--- src/rtl/svm_seq_pkg.sv ---
package svm_seq_pkg;
  typedef logic [1:0] lvl_t;
  typedef struct packed { lvl_t a; lvl_t b; lvl_t c; } vstate_t;
  typedef struct packed { vstate_t st; logic [1:0] sel; logic pair; } entry_t;

  localparam int unsigned NENT = 5;
  localparam int unsigned NPOS = 2 * NENT;
  localparam lvl_t LP = 2'b01;
  localparam lvl_t LZ = 2'b00;
  localparam lvl_t LN = 2'b11;

  function automatic lvl_t neg_l(lvl_t x);
    return lvl_t'(~x + 2'b01);
  endfunction

  // one 60 degree step
  function automatic vstate_t rot60(vstate_t s);
    vstate_t r;
    r.a = neg_l(s.b);
    r.b = neg_l(s.c);
    r.c = neg_l(s.a);
    return r;
  endfunction

  function automatic entry_t rot_k(entry_t e, logic [2:0] k);
    entry_t r = e;
    for (int i = 0; i < 7; i++)
      if (3'(i) < k) r.st = rot60(r.st);
    return r;
  endfunction

  function automatic entry_t mk(lvl_t a, lvl_t b, lvl_t c, logic [1:0] sel, logic pair);
    entry_t e;
    e.st = '{a: a, b: b, c: c};
    e.sel = sel;
    e.pair = pair;
    return e;
  endfunction

  function automatic logic [2:0] sub_len(logic [1:0] sub);
    return sub[0] ? 3'd4 : 3'd5;
  endfunction

  function automatic entry_t base_entry(logic [1:0] sub, int unsigned i);
    entry_t e = '0;
    case (sub)
      2'd0: case (i)
        0: e = mk(LZ, LN, LN, 2'd0, 1'b1);
        1: e = mk(LZ, LZ, LN, 2'd1, 1'b1);
        2: e = mk(LZ, LZ, LZ, 2'd2, 1'b0);
        3: e = mk(LP, LZ, LZ, 2'd0, 1'b1);
        4: e = mk(LP, LP, LZ, 2'd1, 1'b1);
        default: e = '0;
      endcase
      2'd1: case (i)
        0: e = mk(LZ, LN, LN, 2'd0, 1'b1);
        1: e = mk(LP, LN, LN, 2'd2, 1'b0);
        2: e = mk(LP, LZ, LN, 2'd1, 1'b0);
        3: e = mk(LP, LZ, LZ, 2'd0, 1'b1);
        default: e = '0;
      endcase
      2'd2: case (i)
        0: e = mk(LZ, LN, LN, 2'd0, 1'b1);
        1: e = mk(LZ, LZ, LN, 2'd1, 1'b1);
        2: e = mk(LP, LZ, LN, 2'd2, 1'b0);
        3: e = mk(LP, LZ, LZ, 2'd0, 1'b1);
        4: e = mk(LP, LP, LZ, 2'd1, 1'b1);
        default: e = '0;
      endcase
      default: case (i)
        0: e = mk(LZ, LZ, LN, 2'd0, 1'b1);
        1: e = mk(LP, LZ, LN, 2'd1, 1'b0);
        2: e = mk(LP, LP, LN, 2'd2, 1'b0);
        3: e = mk(LP, LP, LZ, 2'd0, 1'b1);
        default: e = '0;
      endcase
    endcase
    return e;
  endfunction
endpackage

--- src/rtl/svm_seq_table.sv ---
module svm_seq_table
  import svm_seq_pkg::*;
(
  input  logic [2:0]                sector_i,
  input  logic [1:0]                subtri_i,
  output entry_t [NENT-1:0]         ent_o,
  output logic [2:0]                len_o
);
  assign len_o = sub_len(subtri_i);

  for (genvar i = 0; i < NENT; i++) begin : g_ent
    assign ent_o[i] = rot_k(base_entry(subtri_i, i), sector_i);
  end
endmodule

--- src/rtl/svm_seg_finder.sv ---
module svm_seg_finder
  import svm_seq_pkg::*;
#(
  parameter int unsigned DW = 8
) (
  input  entry_t [NENT-1:0]      ent_i,
  input  logic [2:0]             len_i,
  input  logic [2:0][DW-1:0]     dwell_i,
  input  logic [4:0]             from_i,
  output logic                   found_o,
  output logic [3:0]             pos_o,
  output logic [DW-1:0]          seg_o,
  output vstate_t                st_o
);
  logic [3:0]                len2;
  logic [NPOS-1:0][DW-1:0]   seg_p;
  vstate_t [NPOS-1:0]        st_p;

  assign len2 = {len_i, 1'b0};

  // flattened forward+reverse positions
  for (genvar p = 0; p < NPOS; p++) begin : g_pos
    logic       valid, fwd;
    logic [2:0] idx;
    entry_t     e;
    logic [DW-1:0] d;

    assign valid = 4'(p) < len2;
    assign fwd   = 4'(p) < {1'b0, len_i};
    assign idx   = !valid ? 3'd0 : (fwd ? 3'(p) : 3'(len2 - 4'd1 - 4'(p)));
    assign e     = ent_i[idx];

    always_comb begin
      case (e.sel)
        2'd0:    d = dwell_i[0];
        2'd1:    d = dwell_i[1];
        2'd2:    d = dwell_i[2];
        default: d = '0;
      endcase
    end

    assign seg_p[p] = !valid ? '0 : (e.pair ? (d >> 2) : (d >> 1));
    assign st_p[p]  = e.st;
  end

  // lowest position at or after from_i with a nonzero length
  always_comb begin
    found_o = 1'b0;
    pos_o   = '0;
    seg_o   = '0;
    st_o    = '0;
    for (int p = NPOS - 1; p >= 0; p--) begin
      if (seg_p[p] != '0 && 5'(p) >= from_i) begin
        found_o = 1'b1;
        pos_o   = 4'(p);
        seg_o   = seg_p[p];
        st_o    = st_p[p];
      end
    end
  end
endmodule

--- src/rtl/svm_dwell_seq.sv ---
module svm_dwell_seq
  import svm_seq_pkg::*;
#(
  parameter int unsigned DW = 8
) (
  input  logic          clk_i,
  input  logic          rst_ni,
  input  logic          start_i,
  input  logic          tick_i,
  input  logic [2:0]    sector_i,
  input  logic [1:0]    subtri_i,
  input  logic [DW-1:0] dwell0_i,
  input  logic [DW-1:0] dwell1_i,
  input  logic [DW-1:0] dwell2_i,
  output logic [1:0]    phase_a_o,
  output logic [1:0]    phase_b_o,
  output logic [1:0]    phase_c_o,
  output logic          active_o
);
  logic [2:0]           sec_q, sec_m;
  logic [1:0]           sub_q, sub_m;
  logic [2:0][DW-1:0]   dw_q, dw_m, dw_in;
  logic [3:0]           pos_q;
  logic [DW-1:0]        cnt_q;
  logic                 act_q;
  vstate_t              st_q;

  entry_t [NENT-1:0]    ent;
  logic [2:0]           len;
  logic [4:0]           from;
  logic                 fnd;
  logic [3:0]           fnd_pos;
  logic [DW-1:0]        fnd_seg;
  vstate_t              fnd_st;

  assign dw_in = {dwell2_i, dwell1_i, dwell0_i};
  // start cycle looks at fresh inputs
  assign sec_m = start_i ? sector_i : sec_q;
  assign sub_m = start_i ? subtri_i : sub_q;
  assign dw_m  = start_i ? dw_in    : dw_q;
  assign from  = start_i ? 5'd0 : ({1'b0, pos_q} + 5'd1);

  svm_seq_table u_table (
    .sector_i (sec_m),
    .subtri_i (sub_m),
    .ent_o    (ent),
    .len_o    (len)
  );

  svm_seg_finder #(.DW(DW)) u_finder (
    .ent_i   (ent),
    .len_i   (len),
    .dwell_i (dw_m),
    .from_i  (from),
    .found_o (fnd),
    .pos_o   (fnd_pos),
    .seg_o   (fnd_seg),
    .st_o    (fnd_st)
  );

  always_ff @(posedge clk_i or negedge rst_ni) begin
    if (!rst_ni) begin
      sec_q <= '0;
      sub_q <= '0;
      dw_q  <= '0;
      pos_q <= '0;
      cnt_q <= '0;
      act_q <= 1'b0;
      st_q  <= '0;
    end else if (start_i) begin
      sec_q <= sector_i;
      sub_q <= subtri_i;
      dw_q  <= dw_in;
      act_q <= fnd;
      if (fnd) begin
        pos_q <= fnd_pos;
        cnt_q <= fnd_seg;
        st_q  <= fnd_st;
      end
    end else if (act_q && tick_i) begin
      if (cnt_q > 1) begin
        cnt_q <= cnt_q - 1'b1;
      end else if (fnd) begin
        pos_q <= fnd_pos;
        cnt_q <= fnd_seg;
        st_q  <= fnd_st;
      end else begin
        act_q <= 1'b0;
      end
    end
  end

  assign phase_a_o = st_q.a;
  assign phase_b_o = st_q.b;
  assign phase_c_o = st_q.c;
  assign active_o  = act_q;

  p_legal_level_r1: assert property (@(posedge clk_i) disable iff (!rst_ni)
    st_q.a != 2'b10 && st_q.b != 2'b10 && st_q.c != 2'b10);

  p_live_count_r8: assert property (@(posedge clk_i) disable iff (!rst_ni)
    act_q |-> cnt_q != '0);

  p_hold_no_tick_r12: assert property (@(posedge clk_i) disable iff (!rst_ni)
    !start_i && !tick_i |=> $stable(st_q));

  p_idle_hold_r11: assert property (@(posedge clk_i) disable iff (!rst_ni)
    !act_q && !start_i |=> $stable(st_q) && !act_q);

  p_one_phase_r9: assert property (@(posedge clk_i) disable iff (!rst_ni)
    !start_i && act_q && tick_i && cnt_q == 1 && fnd && fnd_pos == pos_q + 4'd1
    |=> $countones({st_q.a != $past(st_q.a), st_q.b != $past(st_q.b),
                    st_q.c != $past(st_q.c)}) <= 1);
endmodule

--- config.mk ---
export PLATFORM = sky130hd
export DESIGN_NAME = svm_dwell_seq
export DESIGN_NICKNAME = d
export VERILOG_FILES = /design/src/rtl/svm_seq_pkg.sv /design/src/rtl/svm_seq_table.sv /design/src/rtl/svm_seg_finder.sv /design/src/rtl/svm_dwell_seq.sv
export SDC_FILE = /design/constraint.sdc
export NUM_CORES = 1
export LEC_CHECK = 0
export ABC_CLOCK_PERIOD_IN_PS = 3910
export BUFFER_PORTS_ARGS = -buffer_cell sky130_fd_sc_hd__buf_2
export CORE_MARGIN = 1
export CORE_UTILIZATION = 40
export CTS_CLUSTER_DIAMETER = 150
export DETAILED_ROUTE_END_ITERATION = 10
export RECOVER_POWER = 50
export SETUP_SLACK_MARGIN = 0.2
export SLEW_MARGIN = 5
export SYNTH_ARGS = -nofsm -noshare
export SYNTH_HDL_FRONTEND = slang
export SYNTH_SLANG_ARGS = --single-unit
export TNS_END_PERCENT = 20
--- constraint.sdc ---
create_clock -name clk_i -period 3.91 [get_ports clk_i]
set_input_delay 0.782 -clock clk_i [delete_from_list [all_inputs] [get_ports clk_i]]
set_output_delay 0.782 -clock clk_i [all_outputs]
set_load 0.02 [all_outputs]
After elaboration in Yosys (flattened, before gate mapping)
Index checks and enable logic that the tools add are counted.
{"block": "totals", "register_bits": 48, "in_bits": 33, "output_inout_bits": 7}
{"block": "classes", "n_lt_le_gt_ge": 47, "add_sub_neg": 117, "bitwise": 105, "muxes": 170, "eq_ne": 24, "n_reduce_logical": 37}
{"op": "two-way mux 6 bit", "n": 50}
{"op": "binary-select mux 9 bit (select 3 bit)", "n": 10}
{"op": "one-hot mux 8 bit (3 select lines)", "n": 11}
{"op": "adder 2 x 1 -> 2 bit, second input constant", "n": 105}
{"op": "two-way mux 8 bit", "n": 25}
{"op": "NOT 2 bit", "n": 99}
{"op": "two-way mux 9 bit", "n": 10}
{"op": "nonzero test 8 bit", "n": 10}
{"op": "two-way mux 7 bit", "n": 11}
{"op": "two-way mux 3 bit", "n": 20}
{"op": "two-way mux 4 bit", "n": 14}
{"op": "< comparator 3 x 4 -> 1 bit, second input constant", "n": 10}
{"op": "two-way mux 24 bit", "n": 1}
{"op": "== test 2 x 1 -> 1 bit, second input constant", "n": 11}
{"op": "== test 2 bit, second input constant", "n": 11}
{"op": "logical NOT 2 bit", "n": 11}
{"op": "greater-or-equal comparator 3 x 5 -> 1 bit, first input constant", "n": 4}
{"op": "< comparator 3 bit, first input constant", "n": 6}
{"op": "< comparator 3 x 4 -> 1 bit, first input constant", "n": 4}
{"op": "one-hot mux 8 bit (2 select lines)", "n": 1}
{"op": "two-way mux 1 bit", "n": 15}
{"op": "< comparator 1 x 3 -> 1 bit, first input constant", "n": 4}
{"op": "< comparator 2 x 3 -> 1 bit, first input constant", "n": 4}
{"op": "subtractor 3 bit, second input constant", "n": 4}
{"op": "24 further kinds", "n": 49}

Longest topological paths before layout
{"block": "depth", "depth_word": 47, "ltp_mapped": 16}

Hierarchy
Synthesis repeated with hierarchy kept, for this count alone.
{"block": "hier_totals", "hier_cells": 1325, "area_unflattened_um2": 9450.3}
{"mod": "svm_seg_finder", "n_inst": 1, "area_per_inst_um2": 6551.3, "cells_each": 1040}
{"mod": "svm_dwell_seq", "n_inst": 1, "area_per_inst_um2": 2259.7, "cells_each": 182}
{"mod": "svm_seq_table", "n_inst": 1, "area_per_inst_um2": 639.4, "cells_each": 103}

Least setup slack after synthesis
Ideal clock, no wire load.
{"block": "synth_path", "path_kind": "input to register", "from": "in start_i", "to": "reg cnt_q[1]", "setup_time_ps": 120, "required_time_ps": 3790, "stages": 12, "arrival_time_ps": 3439, "setup_slack_ps": 352, "cell_sequence": "buf_6 mux2i_2 nor2_2 or4_1 buf_2 o31a_1 a211o_1 or2_1 buf_6 o21ai_4 a221oi_2 a31o_1"}
{"block": "synth_between", "elab_chain_len": 28}
{"element": "start: declaration", "line_no": "svm_dwell_seq.sv:8", "rtl": "input logic start_i,"}
{"element": "two-way mux 2 bit"}
{"element": "two-way mux 1 bit", "line_no": "svm_seq_pkg.sv:41", "rtl": "return sub[0] ? 3'd4 : 3'd5;"}
{"element": "subtractor 2 x 1 -> 3 bit", "line_no": "svm_seg_finder.sv:30", "rtl": "assign idx = !valid ? 3'd0 : (fwd ? 3'(p) : 3'(len2 - 4'd1 - 4'(p)));"}
{"element": "subtractor 3 x 1 -> 3 bit", "line_no": "svm_seg_finder.sv:30"}
{"element": "two-way mux 3 bit (2 in series)", "line_no": "svm_seg_finder.sv:30"}
{"element": "binary-select mux 9 bit (select 3 bit)", "line_no": "svm_seg_finder.sv:31", "rtl": "assign e = ent_i[idx];"}
{"element": "two-way mux 9 bit (not written as such)", "line_no": "svm_seg_finder.sv:31"}
{"element": "== test 2 bit (tied with other cells)", "line_no": "svm_seg_finder.sv:34", "rtl": "case (e.sel)"}
{"element": "[2 not listed]"}
{"element": "two-way mux 8 bit", "line_no": "svm_seg_finder.sv:42", "rtl": "assign seg_p[p] = !valid ? '0 : (e.pair ? (d >> 2) : (d >> 1));"}
{"element": "nonzero test 8 bit", "line_no": "svm_seg_finder.sv:53", "rtl": "if (seg_p[p] != '0 && 5'(p) >= from_i) begin"}
{"element": "logical AND 1 bit", "line_no": "svm_seg_finder.sv:53"}
{"element": "two-way mux 8 bit or two-way mux 1 bit (tied branches) (10 in series)", "line_no": "svm_seg_finder.sv:53"}
{"element": "two-way mux 8 bit", "line_no": "svm_dwell_seq.sv:75, svm_dwell_seq.sv:83"}
{"element": "two-way mux 8 bit", "line_no": "svm_dwell_seq.sv:81", "rtl": "if (cnt_q > 1) begin"}
{"element": "two-way mux 8 bit", "line_no": "svm_dwell_seq.sv:80", "rtl": "end else if (act_q && tick_i) begin"}
{"element": "two-way mux 8 bit", "line_no": "svm_dwell_seq.sv:70", "rtl": "end else if (start_i) begin"}
{"element": "end signal: assignment", "line_no": "svm_dwell_seq.sv:77", "rtl": "cnt_q <= fnd_seg;"}
{"element": "end signal: assignment", "line_no": "svm_dwell_seq.sv:82", "rtl": "cnt_q <= cnt_q - 1'b1;"}
{"element": "end signal: assignment", "line_no": "svm_dwell_seq.sv:85", "rtl": "cnt_q <= fnd_seg;"}
{"element": "end: declaration", "line_no": "svm_dwell_seq.sv:24", "rtl": "logic [DW-1:0] cnt_q;"}
Parallel ways exist; a longest one is shown, timed or not. The select of a mux whose other input is x is not followed.
A chain may end at the register's enable or synchronous reset.

==> results by group <==
Floorplan
  • CORE AREA: 12100 um^2
  • Chip Width: 114 um
  • Initial core utilization: 41.2%
  • Vert. Die Dim: 114 um
  • Die Area: 12900 um^2
  • Site row count: 40
  • I/O pins: 40

Pwr
  • Lkg Pwr: 0.00264 uW
  • Pwr dens: 460 nW/um^2
  • Peak supply drop: 0.308 mV
  • Overall Power: 2910 uW

Cells and area
  • Final Instance Count excl. Fillers: 982
  • Layout fillers: 1229
  • Final #Nets: 849
  • # diodes: 0
  • Layout cell share with drive strength beyond 1: 24.1%
  • Multi-input gate area: 3550 um^2
  • Sequential standard cell area: 1100 um^2
  • P&R area growth vs syn: 26.8%

Synth
  • Post-Syn Area per Cell: 7.16 um^2
  • Synth top area cells: dfrtp_1 22%, a21oi_1 7.0%, o21ai_0 5.9%, nand2_1 5.8%, nor2_1 4.4%
  • Net Count, Synth: 734
  • Post-synth EDFFs: 0
  • Synth unique cells: 76
  • Synth Cell Area: 4990 um^2
  • Area share of the largest cell type after synthesis: 22.0%
  • Cell taking the most area after synthesis: dfrtp_1
  • Asr flop ratio synth: 100%
  • YS warnings: 0
  • Cells after synthesis: 698
  • Register area share after synthesis: 22.0%
  • Post-synth top flop: dfrtp_1
  • Flops & latches, synth: 44

Critical path
  • Most used cell, CP: buf_4
  • CP max FO: 16
  • R2R setup slack: 580 ps
  • Setup crit start: start_i
  • Crit path capture type: flop
  • Worst EP arrival: 3800 ps
  • CP endpoint: phase_a_o[0]
  • Worst R2R End: cnt_q[4]
  • Levels on crit path: 13
  • CP delay by family, top: compound AO/OA/AOI/OAI gates
  • Worst reg2reg startpoint: pos_q[0]
  • Worst path bufs/invs: 4
  • Critical path launch point type: input pin
  • CP Cell Sequence: buf_2 -> buf_12 -> mux2_4 -> or2_0 -> o32ai_1 -> a41oi_1 -> buf_4 -> buf_4 -> o22ai_1 -> o211ai_1 -> a21oi_1 -> o221ai_1 -> a221o_1
  • CP required: 4090 ps
  • Kind of critical path: input pin to flop
  • CP max stage delay: 350 ps
  • R2R cell count: 12
  • Slowest library cell on the worst path: a41oi_1

Drt
  • Post-route ant nets: 0
  • Vias/cell: 6.47
  • Drt pass-1 iters: 5
  • DRT Wirelength: 22600 um
  • Remaining DRCs: 0
  • Post-DR wirelength/cell: 23.0 um
  • Via count: 6354
  • DR iter-0 viols: 664

Global routing
  • Met1 Resource Use GR: 47.7%
  • Overall routing resource usage: 35.8%
  • GR Layer Usage met2: 57.2%
  • GR Layer Usage met3: 2.71%
  • Antenna violations before repair: 0
  • Remaining global-route overflow: 0
  • Layer with the highest usage: met2
  • First-pass GRT wire length: 34800 um
  • Vias in the first global route: 6130
  • Largest net degree at the start of global routing: 45

STA
  • Crit path time final: 3620 ps
  • Slew margin rel.: -70.6%
  • Actual slew at the worst max-slew pin: 2560 ps
  • Period Utilization, post-route: 92.5%
  • Hold Fails Final Rpt: 0
  • Max Clock Freq: 276 MHz
  • Layout Skew: 6.52 ps
  • Fin. max-slew vios: 45
  • Setup violators final: 0
  • Unrepaired setup endpoints after global routing: yes

Run
  • Max-Cap Viols: 1

Clock tree
  • Clock sink count: 44
  • CTS Buffer Depth: 2
  • CTS tree: yes
  • # hold bufs at CTS: 0
  • Root Buffer: clkbuf_16
  • Setup bufs post-CTS: 0
  • Skew-Pair Late Insertion Delay: 290 ps
  • H-tree Lvls: 2
  • Clk slew on worst S/H paths: 70 ps
  • CTS buffer count: 5

Place
  • I/O Buffers: 35
  • Placer Congestion: 1.03
  • Placed insts: 974
  • DP Wirelength: 17700 um

Status
  • Failing checks: max-capacitance violations, max-slew violations
  • Status: finished with violations

Worst hold path
  • Hold WC Path Type: flop to flop
[timing repair]
item | 4_1_cts | 5_1_grt
gates cloned | 0 | 0
resized for setup | 1 | 7
endpoints found under the setup margin | 2 | 9
[cells in the final DEF, fill, tap and decap left out, drive strengths merged, types with 4 or more instances in the layout]
cell     instances
nand4            6
buf            157
mux2i           23
o311ai          11
and2             7
or4              5
o21a             7
nor4             5
clkbuf          11
nor2            60
a32o             6
nor3            34
o211ai          12
mux2             8
a22oi            8
a2111oi          4
o221ai           8
and3             7
dfrtp           44
nand2           77
a221oi           7
a21oi           70
o32ai            4
or2              4
a211oi          19
or3              6
inv             30
o21ai           64
nand3           16
a311oi           5
o22ai            7
o31ai           13
a31oi           16
[tightest hold or removal path: cells and delay by family, from the launching register on]
kind | cells | cell delay [ps]
AO/OA/AOI/OAI | 2 | 120
flip-flops | 1 | 350
[registers in the layout, indices dropped and copies added (netlist names)]
signal	count
phase_c_o	2
active_o	1
sub_q	2
phase_b_o	2
pos_q	4
cnt_q	8
phase_a_o	2
dw_q	20
sec_q	3
[cell usage after synthesis, drive strengths merged, types with 5 or more instances]
library cell	n
nor3	34
a311oi	5
o221ai	8
a22oi	8
nand2	77
o211ai	12
nor4	5
o21a	7
a21oi	70
nand3	16
or4	5
nand4	6
o22ai	7
a211oi	19
dfrtp	44
and3	7
buf	24
clkbuf	30
o311ai	11
or3	6
a221oi	7
mux2i	23
o31ai	13
and2	7
mux2	8
inv	30
o21ai	64
a32o	6
a31oi	16
nor2	60
[cell type report]
| cell class | count | share of cell area [%] |
|---|---|---|
| clock buffer | 6 | 2.19 |
| multi-input combinational | 570 | 56.0 |
| tap | 168 | 3.32 |
| timing repair buffer | 162 | 18.7 |
| inverter | 30 | 1.78 |
| sequential | 44 | 17.4 |
| clock inverter | 2 | 0.612 |
[through the flow]
step	hold WS, ps	setup TNS [ps]	util (%)	setup slack [ps]	area, um^2
after floorplan	486	0	-	352	4990
after detailed placement	485	-300	50.7	-125	6130
after global placement	463	-335	50.7	-111	6130
after CTS	506	0	52.2	237	6320
final	504	0	52.3	293	6330
after global routing	539	0	52.3	154	6330
[metal layers]
metal  vias up  wire [um]
li1       2917          -
met5         -          0
met3        72       1630
met2       343      10200
met4         0       1280
met1      3022       9480
[logic make-up after synthesis]
group,share of synthesized area (%)
and+or+nand+nor,22.3
xor gates and xnor gates,0.351
DFF,22.0
adders and majority gates,1.15
muxes,7.14
AOI/OAI and AO/OA,39.6
buffers and inverters,7.49
[where the power goes]
group / internal (uW) / leakage [uW] / total (uW) / switching, uW
sequential: 555 / 0.000524 / 664 / 109
combinational: 679 / 0.00203 / 1730 / 1050
clock: 321 / 0.0000871 / 517 / 196
total: 1550 / 0.00264 / 2910 / 1360
[how the worst min path moves through the flow]
stage | startpoint | slack, ps | depth (start not counted) | to
2_1_floorplan | rst_ni | 490 | 0 | active_o
3_3_place_gp | phase_c_o[1] | 460 | 2 | phase_c_o[1]
6_report | phase_b_o[0] | 500 | 2 | phase_b_o[0]
3_5_place_dp | phase_c_o[1] | 490 | 2 | phase_c_o[1]
4_1_cts | phase_b_o[0] | 510 | 2 | phase_b_o[0]
5_1_grt | phase_c_o[1] | 540 | 2 | phase_c_o[1]
No activity file was read; power rests on OpenSTA's default activity.
